### config.mk
export PLATFORM = sky130hd
export DESIGN_NAME = ptp_systime
export DESIGN_NICKNAME = d
export VERILOG_FILES = /design/src/rtl/ptp_systime_pkg.sv /design/src/rtl/ptp_systime_ctrl.sv /design/src/rtl/ptp_systime_dp.sv /design/src/rtl/ptp_systime.sv
export SDC_FILE = /design/constraint.sdc
export NUM_CORES = 1
export LEC_CHECK = 0
export BUFFER_PORTS_ARGS = -buffer_cell sky130_fd_sc_hd__buf_4
export CAP_MARGIN = 5
export CORE_UTILIZATION = 40
export CTS_BUF_LIST = sky130_fd_sc_hd__clkbuf_4
export CTS_CLUSTER_SIZE = 40
export DETAILED_ROUTE_END_ITERATION = 16
export PLACE_DENSITY_LB_ADDON = 0.15
export SKIP_LAST_GASP = 1
export SLEW_MARGIN = 20
export SYNTH_ARGS = -nofsm -noshare
export SYNTH_HDL_FRONTEND = slang
export SYNTH_SLANG_ARGS = --single-unit
### constraint.sdc
create_clock -name clk -period 8.4 [get_ports clk]
set_clock_uncertainty 0.2 [all_clocks]
set_input_delay 0.84 -clock clk [delete_from_list [all_inputs] [get_ports clk]]
set_output_delay 0.84 -clock clk [all_outputs]
set_load 0.01 [all_outputs]
### src/rtl/ptp_systime_pkg.sv
package ptp_systime_pkg;

  localparam int TIME_W = 32;
  localparam logic [TIME_W-1:0] NSEC_PER_SEC = 32'd1_000_000_000;

  localparam logic [2:0] ADDR_UPD_SEC  = 3'd0;
  localparam logic [2:0] ADDR_UPD_NSEC = 3'd1;
  localparam logic [2:0] ADDR_ADDEND   = 3'd2;
  localparam logic [2:0] ADDR_STEP     = 3'd3;
  localparam logic [2:0] ADDR_CMD      = 3'd4;

  typedef enum logic [1:0] {
    CMD_NONE = 2'd0,
    CMD_INIT = 2'd1,
    CMD_ADD  = 2'd2,
    CMD_SUB  = 2'd3
  } tsCmd_e;

  typedef struct packed {
    logic doInit;
    logic doAdd;
    logic doSub;
    logic doInc;
  } tsStrobe_t;

endpackage

### src/rtl/ptp_systime_ctrl.sv
module ptp_systime_ctrl
  import ptp_systime_pkg::*;
#(
  parameter int ACC_W = 32,
  parameter int INC_W = 8,
  parameter logic [INC_W-1:0] INC_RST = 8'd20,
  parameter logic [ACC_W-1:0] ADDEND_RST = 32'h8000_0000
) (
  input  logic              clk,
  input  logic              rstN,
  input  logic              wrEn,
  input  logic [2:0]        wrAddr,
  input  logic [TIME_W-1:0] wrData,
  output tsStrobe_t         strobe,
  output logic [TIME_W-1:0] updSec,
  output logic [TIME_W-1:0] updNsec,
  output logic [INC_W-1:0]  incStep,
  output logic              busy
);

  logic [ACC_W-1:0] addend;
  logic [ACC_W-1:0] acc;
  logic [ACC_W:0]   accSum;
  logic             accCarry;
  tsCmd_e           pendCmd;
  tsCmd_e           wrCmd;
  logic             cmdWrite;

  assign accSum   = {1'b0, acc} + {1'b0, addend};
  assign accCarry = accSum[ACC_W];
  assign cmdWrite = wrEn && (wrAddr == ADDR_CMD);
  assign busy     = (pendCmd != CMD_NONE);

  // Priority: init over add over subtract
  always_comb begin
    if (wrData[0])      wrCmd = CMD_INIT;
    else if (wrData[1]) wrCmd = CMD_ADD;
    else if (wrData[2]) wrCmd = CMD_SUB;
    else                wrCmd = CMD_NONE;
  end

  always_ff @(posedge clk or negedge rstN) begin
    if (!rstN) begin
      acc <= '0;
    end else begin
      acc <= accSum[ACC_W-1:0];
    end
  end

  always_ff @(posedge clk or negedge rstN) begin
    if (!rstN) begin
      pendCmd <= CMD_NONE;
    end else if (pendCmd != CMD_NONE) begin
      pendCmd <= CMD_NONE;
    end else if (cmdWrite) begin
      pendCmd <= wrCmd;
    end
  end

  always_ff @(posedge clk or negedge rstN) begin
    if (!rstN) begin
      updSec  <= '0;
      updNsec <= '0;
      addend  <= ADDEND_RST;
      incStep <= INC_RST;
    end else if (wrEn) begin
      case (wrAddr)
        ADDR_UPD_SEC:  updSec <= wrData;
        ADDR_UPD_NSEC: if (wrData < NSEC_PER_SEC) updNsec <= wrData;
        ADDR_ADDEND:   addend <= wrData[ACC_W-1:0];
        ADDR_STEP:     incStep <= wrData[INC_W-1:0];
        default: ;
      endcase
    end
  end

  always_comb begin
    strobe.doInit = (pendCmd == CMD_INIT);
    strobe.doAdd  = (pendCmd == CMD_ADD);
    strobe.doSub  = (pendCmd == CMD_SUB);
    strobe.doInc  = accCarry && (pendCmd == CMD_NONE);
  end

  AST_BUSY_ONE_CYCLE: assert property (@(posedge clk) disable iff (!rstN)
    busy |=> !busy);
  AST_UPD_NSEC_RANGE: assert property (@(posedge clk) disable iff (!rstN)
    updNsec < NSEC_PER_SEC);
  AST_ACC_ADVANCE: assert property (@(posedge clk) disable iff (!rstN)
    ($past(rstN) && $stable(addend)) |-> (acc == ACC_W'($past(acc) + addend)));

endmodule

### src/rtl/ptp_systime_dp.sv
module ptp_systime_dp
  import ptp_systime_pkg::*;
#(
  parameter int INC_W   = 8,
  parameter int NUM_CAP = 2
) (
  input  logic                            clk,
  input  logic                            rstN,
  input  tsStrobe_t                       strobe,
  input  logic [TIME_W-1:0]               updSec,
  input  logic [TIME_W-1:0]               updNsec,
  input  logic [INC_W-1:0]                incStep,
  input  logic [NUM_CAP-1:0]              capStrobe,
  input  logic [NUM_CAP-1:0]              capRead,
  output logic [TIME_W-1:0]               timeSec,
  output logic [TIME_W-1:0]               timeNsec,
  output logic                            ppsPulse,
  output logic [NUM_CAP-1:0][TIME_W-1:0]  capSec,
  output logic [NUM_CAP-1:0][TIME_W-1:0]  capNsec,
  output logic [NUM_CAP-1:0]              capValid
);

  logic [TIME_W:0]   incSum;
  logic [TIME_W:0]   addSum;
  logic              incRoll;
  logic              addRoll;
  logic              subBorrow;
  logic [TIME_W-1:0] secNext;
  logic [TIME_W-1:0] nsecNext;
  logic              ppsNext;

  assign incSum    = {1'b0, timeNsec} + (TIME_W+1)'(incStep);
  assign addSum    = {1'b0, timeNsec} + {1'b0, updNsec};
  assign incRoll   = incSum >= {1'b0, NSEC_PER_SEC};
  assign addRoll   = addSum >= {1'b0, NSEC_PER_SEC};
  assign subBorrow = timeNsec < updNsec;

  always_comb begin
    secNext  = timeSec;
    nsecNext = timeNsec;
    ppsNext  = 1'b0;
    if (strobe.doInit) begin
      secNext  = updSec;
      nsecNext = updNsec;
    end else if (strobe.doAdd) begin
      secNext  = timeSec + updSec + TIME_W'(addRoll);
      nsecNext = addRoll ? TIME_W'(addSum - {1'b0, NSEC_PER_SEC}) : addSum[TIME_W-1:0];
    end else if (strobe.doSub) begin
      secNext  = timeSec - updSec - TIME_W'(subBorrow);
      nsecNext = subBorrow ? (timeNsec + NSEC_PER_SEC - updNsec) : (timeNsec - updNsec);
    end else if (strobe.doInc) begin
      if (incRoll) begin
        secNext  = timeSec + 1'b1;
        nsecNext = TIME_W'(incSum - {1'b0, NSEC_PER_SEC});
        ppsNext  = 1'b1;
      end else begin
        nsecNext = incSum[TIME_W-1:0];
      end
    end
  end

  always_ff @(posedge clk or negedge rstN) begin
    if (!rstN) begin
      timeSec  <= '0;
      timeNsec <= '0;
      ppsPulse <= 1'b0;
    end else begin
      timeSec  <= secNext;
      timeNsec <= nsecNext;
      ppsPulse <= ppsNext;
    end
  end

  for (genvar gi = 0; gi < NUM_CAP; gi++) begin : g_cap
    always_ff @(posedge clk or negedge rstN) begin
      if (!rstN) begin
        capSec[gi]   <= '0;
        capNsec[gi]  <= '0;
        capValid[gi] <= 1'b0;
      end else if (capStrobe[gi]) begin
        capSec[gi]   <= timeSec;
        capNsec[gi]  <= timeNsec;
        capValid[gi] <= 1'b1;
      end else if (capRead[gi]) begin
        capValid[gi] <= 1'b0;
      end
    end

    AST_CAP_SET: assert property (@(posedge clk) disable iff (!rstN)
      capStrobe[gi] |=> (capValid[gi] && capSec[gi] == $past(timeSec)
                         && capNsec[gi] == $past(timeNsec)));
  end

  AST_NSEC_RANGE: assert property (@(posedge clk) disable iff (!rstN)
    timeNsec < NSEC_PER_SEC);
  AST_PPS_SINGLE: assert property (@(posedge clk) disable iff (!rstN)
    ppsPulse |=> !ppsPulse);
  AST_INIT_LOAD: assert property (@(posedge clk) disable iff (!rstN)
    strobe.doInit |=> (timeSec == $past(updSec) && timeNsec == $past(updNsec)));
  AST_IDLE_HOLD: assert property (@(posedge clk) disable iff (!rstN)
    (strobe == '0) |=> ($stable(timeSec) && $stable(timeNsec)));

endmodule

### src/rtl/ptp_systime.sv
module ptp_systime
  import ptp_systime_pkg::*;
#(
  parameter int NUM_CAP = 2,
  parameter int ACC_W   = 32,
  parameter int INC_W   = 8,
  parameter logic [INC_W-1:0] INC_RST = 8'd20,
  parameter logic [ACC_W-1:0] ADDEND_RST = 32'h8000_0000
) (
  input  logic                           clk,
  input  logic                           rstN,
  input  logic                           wrEn,
  input  logic [2:0]                     wrAddr,
  input  logic [31:0]                    wrData,
  input  logic [NUM_CAP-1:0]             capStrobe,
  input  logic [NUM_CAP-1:0]             capRead,
  output logic [31:0]                    timeSec,
  output logic [31:0]                    timeNsec,
  output logic                           ppsPulse,
  output logic                           busy,
  output logic [NUM_CAP-1:0][31:0]       capSec,
  output logic [NUM_CAP-1:0][31:0]       capNsec,
  output logic [NUM_CAP-1:0]             capValid
);

  tsStrobe_t         strobe;
  logic [TIME_W-1:0] updSec;
  logic [TIME_W-1:0] updNsec;
  logic [INC_W-1:0]  incStep;

  ptp_systime_ctrl #(
    .ACC_W(ACC_W), .INC_W(INC_W), .INC_RST(INC_RST), .ADDEND_RST(ADDEND_RST)
  ) u_ctrl (
    .clk(clk), .rstN(rstN), .wrEn(wrEn), .wrAddr(wrAddr), .wrData(wrData),
    .strobe(strobe), .updSec(updSec), .updNsec(updNsec), .incStep(incStep),
    .busy(busy)
  );

  ptp_systime_dp #(
    .INC_W(INC_W), .NUM_CAP(NUM_CAP)
  ) u_dp (
    .clk(clk), .rstN(rstN), .strobe(strobe), .updSec(updSec), .updNsec(updNsec),
    .incStep(incStep), .capStrobe(capStrobe), .capRead(capRead),
    .timeSec(timeSec), .timeNsec(timeNsec), .ppsPulse(ppsPulse),
    .capSec(capSec), .capNsec(capNsec), .capValid(capValid)
  );

endmodule

# [Word-level counts from Yosys, hierarchy flattened]
# Index checks and enable logic that the tools add are counted.
# W data, S select, Z words.
[classes] mux=26 order_cmp=4 n_reduce_logical=15 n_addsub=13 eq_ne=7
[op_table] cell="$mux W32" n=12
[op_table] cell="$sub A32 B32 Y32" n=3
[op_table] cell="$add A32 B32 Y33" n=2
[op_table] cell="$ge A33 B30 Y1 const B" n=2
[op_table] cell="$sub A32 B30 Y32 const B" n=2
[op_table] cell="$add A32 B8 Y33" n=1
[op_table] cell="$add A32 B1 Y32" n=1
[op_table] cell="$add A32 B1 Y32 const B" n=1
[op_table] cell="$add A32 B30 Y32 const B" n=1
[op_table] cell="$add A32 B32 Y32" n=1
[op_table] cell="$lt A32 B30 Y1 const B" n=1
[op_table] cell="$lt A32 B32 Y1" n=1
[op_table] cell="$sub A32 B1 Y32" n=1
[op_table] cell="$mux W2" n=5
[op_table] cell="$mux W1" n=9
[op_table] cell="$reduce_and A2 Y1" n=4
[op_table] cell="$reduce_bool A2 Y1" n=4
[op_table] cell="$reduce_bool A4 Y1" n=2
[op_table] cell="$eq A3 B2 Y1 const B" n=2
[op_table] cell="$eq A2 B2 Y1 const B" n=2
[op_table] cell="$eq A3 B1 Y1 const B" n=1
[op_table] cell="$eq A3 B3 Y1 const B" n=1
[op_table] cell="$logic_not A3 Y1" n=1
[op_table] cell="$reduce_and A3 Y1" n=1
[op_table] cell="other kinds (3)" n=4
[totals] word_cells=80 output_inout_bits=196 regBits=333 input_bits=42

# [Logic depth before layout (Yosys ltp)]
[logic_depth] depth_word=7 depth_mapped=30 ltp_nobuf=30

# [Cells and area by module]
# Synthesis repeated with hierarchy kept, for this count alone.
[hier_totals] cells_unflattened=3188 area_unflattened_um2=28442.3
[modules_own_cells] mod="ptp_systime_dp" seq_area_each_um2=4879.7 cells_each=2616 area_per_inst_um2=21620.7 instances=1
[modules_own_cells] mod="ptp_systime_ctrl" seq_area_each_um2=3457.1 cells_each=572 area_per_inst_um2=6821.5 instances=1

# [Least setup slack after synthesis]
# Ideal clock, no wire load.
[synth_timing] kind="register to register" from="register u_dp.timeNsec[9]" to="register u_dp.timeSec[30]" t_arrival_ps=6552 required_time_ps=8068 stages_incl_launch_ff=28 path_buffers=1 period_less_slack_ps=6884 setup_ps=132 slack_ps=1516 cell_sequence="dfrtp_1 -> inv_1 -> ha_1 -> buf_2 -> or3_1 -> a2111oi_4 -> nor3_4 -> o31ai_1 -> xnor2_1 -> nand4_1 -> or4_4 -> a21oi_4 -> nor2_2 -> fa_1 -> fa_1 -> o21bai_1 -> a21oi_1 -> o41ai_1 -> nand4_1 -> o211ai_1 -> a211oi_1 -> o31ai_1 -> a21oi_1 -> o41ai_1 -> xnor2_1 -> o221ai_1 -> a21oi_1 -> o22ai_1"
[synth_between] elab_chain_len=5 elab_cells_between_ends=12 classes_between="add/sub (4); order compare (3); mux (3); reduce/logical (2)"
[synth_rtl] item="from (decl)" line_no="ptp_systime_dp.sv:16" source="output logic [TIME_W-1:0] timeNsec,"
[synth_rtl] item="from (signal assigned)" line_no="ptp_systime_dp.sv:69" source="timeNsec <= nsecNext;"
[synth_rtl] item="$add A32 B32 Y33 or $lt A32 B32 Y1 (tied branches)" line_no="ptp_systime_dp.sv:33, ptp_systime_dp.sv:36"
[synth_rtl] item="$ge A33 B30 Y1 or $sub A32 B1 Y32 (tied branches)" line_no="ptp_systime_dp.sv:35, ptp_systime_dp.sv:49"
[synth_rtl] item="$add A32 B1 Y32 or $mux W32 (tied branches)" line_no="ptp_systime_dp.sv:46, ptp_systime_dp.sv:48"
[synth_rtl] item="$mux W32" line_no="ptp_systime_dp.sv:45" source="end else if (strobe.doAdd) begin"
[synth_rtl] item="$mux W32" line_no="ptp_systime_dp.sv:42" source="if (strobe.doInit) begin"
[synth_rtl] item="to (signal assigned)" line_no="ptp_systime_dp.sv:68" source="timeSec <= secNext;"
[synth_rtl] item="to (decl)" line_no="ptp_systime_dp.sv:15" source="output logic [TIME_W-1:0] timeSec,"
# Parallel ways exist; a longest one is shown, timed or not.
# A chain may end at the register's enable or synchronous reset.

# [Final worst setup path]
[layout_timing] from="register u_dp.timeNsec[13]" to="register u_dp.timeSec[29]"
# Same word-level chain as after synthesis.

==> impl_results.md <==
* Status: finished clean
* Initial antenna violation count at 4
* RePlAce Congestion at 1.02
* Syn Area/Cell at 8.76 um^2
* Die Wd at around 270 um
* Worst-case clock buffer depth at 3
* Largest net degree at the start of global routing at 132
* Starting Density at approximately 40%
* Detailed Routing Iterations Pass 1 at 5
* Vias in the first global route at 25500
* Crit path DAT at 8.28 ns
* RSZ-0062 raised after global routing: no
* P&R area growth vs syn at 15.5%
* Critical Path RT at just under 9 ns
* WL per Instance at around 23 um
* Most used DFF post-synth: dfrtp_1
* Flops & latches, synth at ~330
* Hold endpoint: u_ctrl.updNsec[5]
* I/O pin cnt at about 240
* Reg area at about 8300 um^2
* Clock Tree Root: clkbuf_4
* Actual slew at the worst max-slew pin at approximately 1.1 ns
* Register area share after synthesis at 30.1%
* Worst R2R End: u_dp.timeSec[29]
* Yosys top cell area share at roughly 30%
* Max FO, Critical Path at 11
* Final slew viol count at 0
* DRC viols at 0
* Count of cell types in the netlist at 102
* Commonest cells post-synth: dfrtp_1 (330), a21oi_1 (264), inv_1 (245), ha_1 (242), nor2_1 (228)
* Final nets at approximately 3800
* Vias per cell at 5.87
* Number of buffers created by CTS at between 90 and 100
* WHS Path Cells at 3
* Htree depth at 3
* Setup crit start: u_dp.timeNsec[13]
* Total grt overflow at 0
* Hpwl dp at 76500 um
* Post-synthesis cell count at 3167
* Most frequent cell after synthesis: dfrtp_1
* Sink Count at about 330
* GRT Overall Usage at between 20% and 30%
* Clk pin slew, worst setup/hold paths at about 0.07 ns
* Biggest area consumer among synthesized cells: dfrtp_1
* Final setup TNS at 0 ns
* Die area at 70400 um^2
* CTS tree: yes
* Share of cells above drive strength 1 at 20.5%
* Vert. Die Dim at 265 um
* Final worst path period share at 92.6%
* Worst Hold Launch: wrData[5]
* Critical path class: reg2reg
* Clock period minus worst slack at approximately 7.8 ns
* IO Port Bufs at between 200 and 250
* Endpoints failing hold at 0
* Area of the multi-input gates at 18000 um^2
* Number of synthesized flops with an enable pin at 0
* Post-DRT Antenna Nets at 0
* Setup crit start kind: flip-flop
* Final setup violation count at 0
* First-pass GRT wire length at 155000 um
* Relative slew margins at between 20% and 30%
* MaxCap Viol Count at 0
* Core Area at just under 70000 um^2
* CP Capture Type: flip-flop
* Warnings, synthesis at 0
* Hold Crit Class: in2reg
* Reg2reg path depth at 26
* Post-synthesis async set-or-reset flop share at 100%
* Worst-Skew Late Latency at 0.89 ns
* Register-to-register path setup slack at approximately 0.62 ns
* Net Count, Synth at about 3500
* Detailed Route Iter0 Violations at between 2000 and 2500
* Post-Syn Area at 27700 um^2
* Std-Cell Rows at 96
* Drt total wl at slightly above 100000 um
* R2R Path Start: u_dp.timeNsec[13]
* Cells taking the most area after synthesis: dfrtp_1 (30%), ha_1 (11%), mux2_2 (8.1%)
* Filler cells at ~6800
* F_max at between 100 and 150 MHz
* Vias at ~26000
==> per-layer routing <==
metal / GRT usage [%] / vias up / wire length (um)
met1: 38.9 / 12900 / 45000
met2: 45.5 / 1025 / 46700
li1: - / 12000 / -
met3: 4.37 / 176 / 7120
met4: 11.6 / 0 / 3620
met5: 0 / - / 0
==> cell type report <==
type | count | share of cell area (%)
clock inverter | 36 | 0.496
antenna | 2 | 0.0156
inverter | 255 | 2.99
sequential | 333 | 26.0
clock buffer | 142 | 3.33
multi-input combinational | 2450 | 56.2
timing repair buffer | 306 | 7.35
tap | 931 | 3.64
==> sequential cells by signal, indices dropped and copies added, names as in the netlist <==
register,flops
u_dp.timeSec,32
u_ctrl.pendCmd,2
u_dp.timeNsec,32
u_ctrl.updSec,32
u_ctrl.addend,32
u_dp.capValid,2
u_dp.capNsec,64
u_dp.capSec,64
u_dp.ppsPulse,1
u_ctrl.updNsec,32
u_ctrl.incStep,8
u_ctrl.acc,32
==> metrics by stage <==
step	worst slack (ns)	std cells	utilization, %	area, um^2	hold slack, ns
6_report	0.624	4455	46.7	32000	0.0873
3_3_place_gp	0.601	4257	44.6	30600	0.263
3_5_place_dp	0.340	4257	44.6	30600	0.270
2_1_floorplan	1.52	3167	-	27700	0.256
4_1_cts	0.330	4450	46.6	32000	0.000418
5_1_grt	0.0446	4455	46.7	32000	0.0407
==> worst max-delay path: stages, from the launching register on <==
cell and delay, ns:
dfrtp_1 0.50, ha_1 0.54, inv_1 0.22, nand4_1 0.24, a2111oi_4 0.48, nor3_4 0.12, o31ai_1 0.30, xnor2_1 0.34
nand4_1 0.18, or4_4 0.55, a21oi_4 0.24, nor2_4 0.11, fa_1 0.43, nand2b_1 0.19, a221oi_1 0.36, o41ai_1 0.15
o211ai_1 0.38, a21oi_1 0.19, o31ai_1 0.31, buf_4 0.17, a21oi_1 0.09, o41ai_1 0.49, a31oi_1 0.24, o21bai_1 0.17
a21oi_1 0.10, mux2i_1 0.17, a32oi_1 0.11
==> cells in the final DEF (no fill, tap or decap), types with 11 or more instances in the layout <==
| cell type | Yosys | layout |
|---|---|---|
| mux2_2 | 199 | 199 |
| or3_1 | 21 | 21 |
| o21a_1 | 23 | 23 |
| o22ai_1 | 14 | 14 |
| a21o_1 | 48 | 47 |
| inv_1 | 245 | 245 |
| nand3_1 | 75 | 75 |
| nor2b_1 | 35 | 35 |
| a31oi_1 | 41 | 41 |
| a221oi_1 | 12 | 12 |
| o211ai_1 | 42 | 42 |
| nor4_1 | 26 | 26 |
| buf_4 | 1 | 289 |
| and3_1 | 13 | 13 |
| fa_1 | 26 | 26 |
| ha_1 | 242 | 239 |
| o21bai_1 | 35 | 35 |
| dlygate4sd3_1 | 0 | 15 |
| a211oi_1 | 75 | 74 |
| nand2b_1 | 38 | 38 |
| a21oi_1 | 264 | 262 |
| or2_2 | 16 | 16 |
| o21ai_0 | 178 | 178 |
| xnor2_1 | 190 | 190 |
| o31ai_1 | 24 | 24 |
| nor3_1 | 75 | 75 |
| dfrtp_1 | 330 | 330 |
| nand4_1 | 28 | 28 |
| o41ai_1 | 13 | 11 |
| xor2_1 | 39 | 39 |
| nor2_1 | 228 | 226 |
| and2_1 | 16 | 16 |
| mux2i_1 | 13 | 13 |
| nand2_1 | 210 | 210 |
| clkinv_1 | 5 | 30 |
| clkbuf_4 | 0 | 142 |
==> worst max-delay path by stage <==
stage                                   to  slack (ns)  cells after the start
final                     u_dp.timeSec[29]        0.62                     26
after global routing      u_dp.timeSec[29]        0.04                     27
after CTS                 u_dp.timeSec[30]        0.33                     26
after detailed placement  u_dp.timeSec[30]        0.34                     26
after global placement    u_dp.timeSec[30]        0.60                     26
after floorplan           u_dp.timeSec[30]        1.52                     27
==> logic make-up after synthesis <==
family	count (synthesis)	synth area share, %
flip-flops	333	30.1
AO/OA/AOI/OAI	921	21.8
adder cells (fa/ha/maj)	268	12.8
AND/OR/NAND/NOR	820	14.2
multiplexers	212	8.55
XOR/XNOR	229	7.23
buffers and inverters	384	5.36
==> repair_timing <==
action,CTS,global route
setup endpoints to repair,0,4
gates resized for setup,0,2
hold endpoints to repair,105,0
hold buffers,15,0
setup buffers,0,3
Power is left out: the tool's default activity adds up to more than one toggle a clock period on the data nets, which glitch-free logic cannot reach.
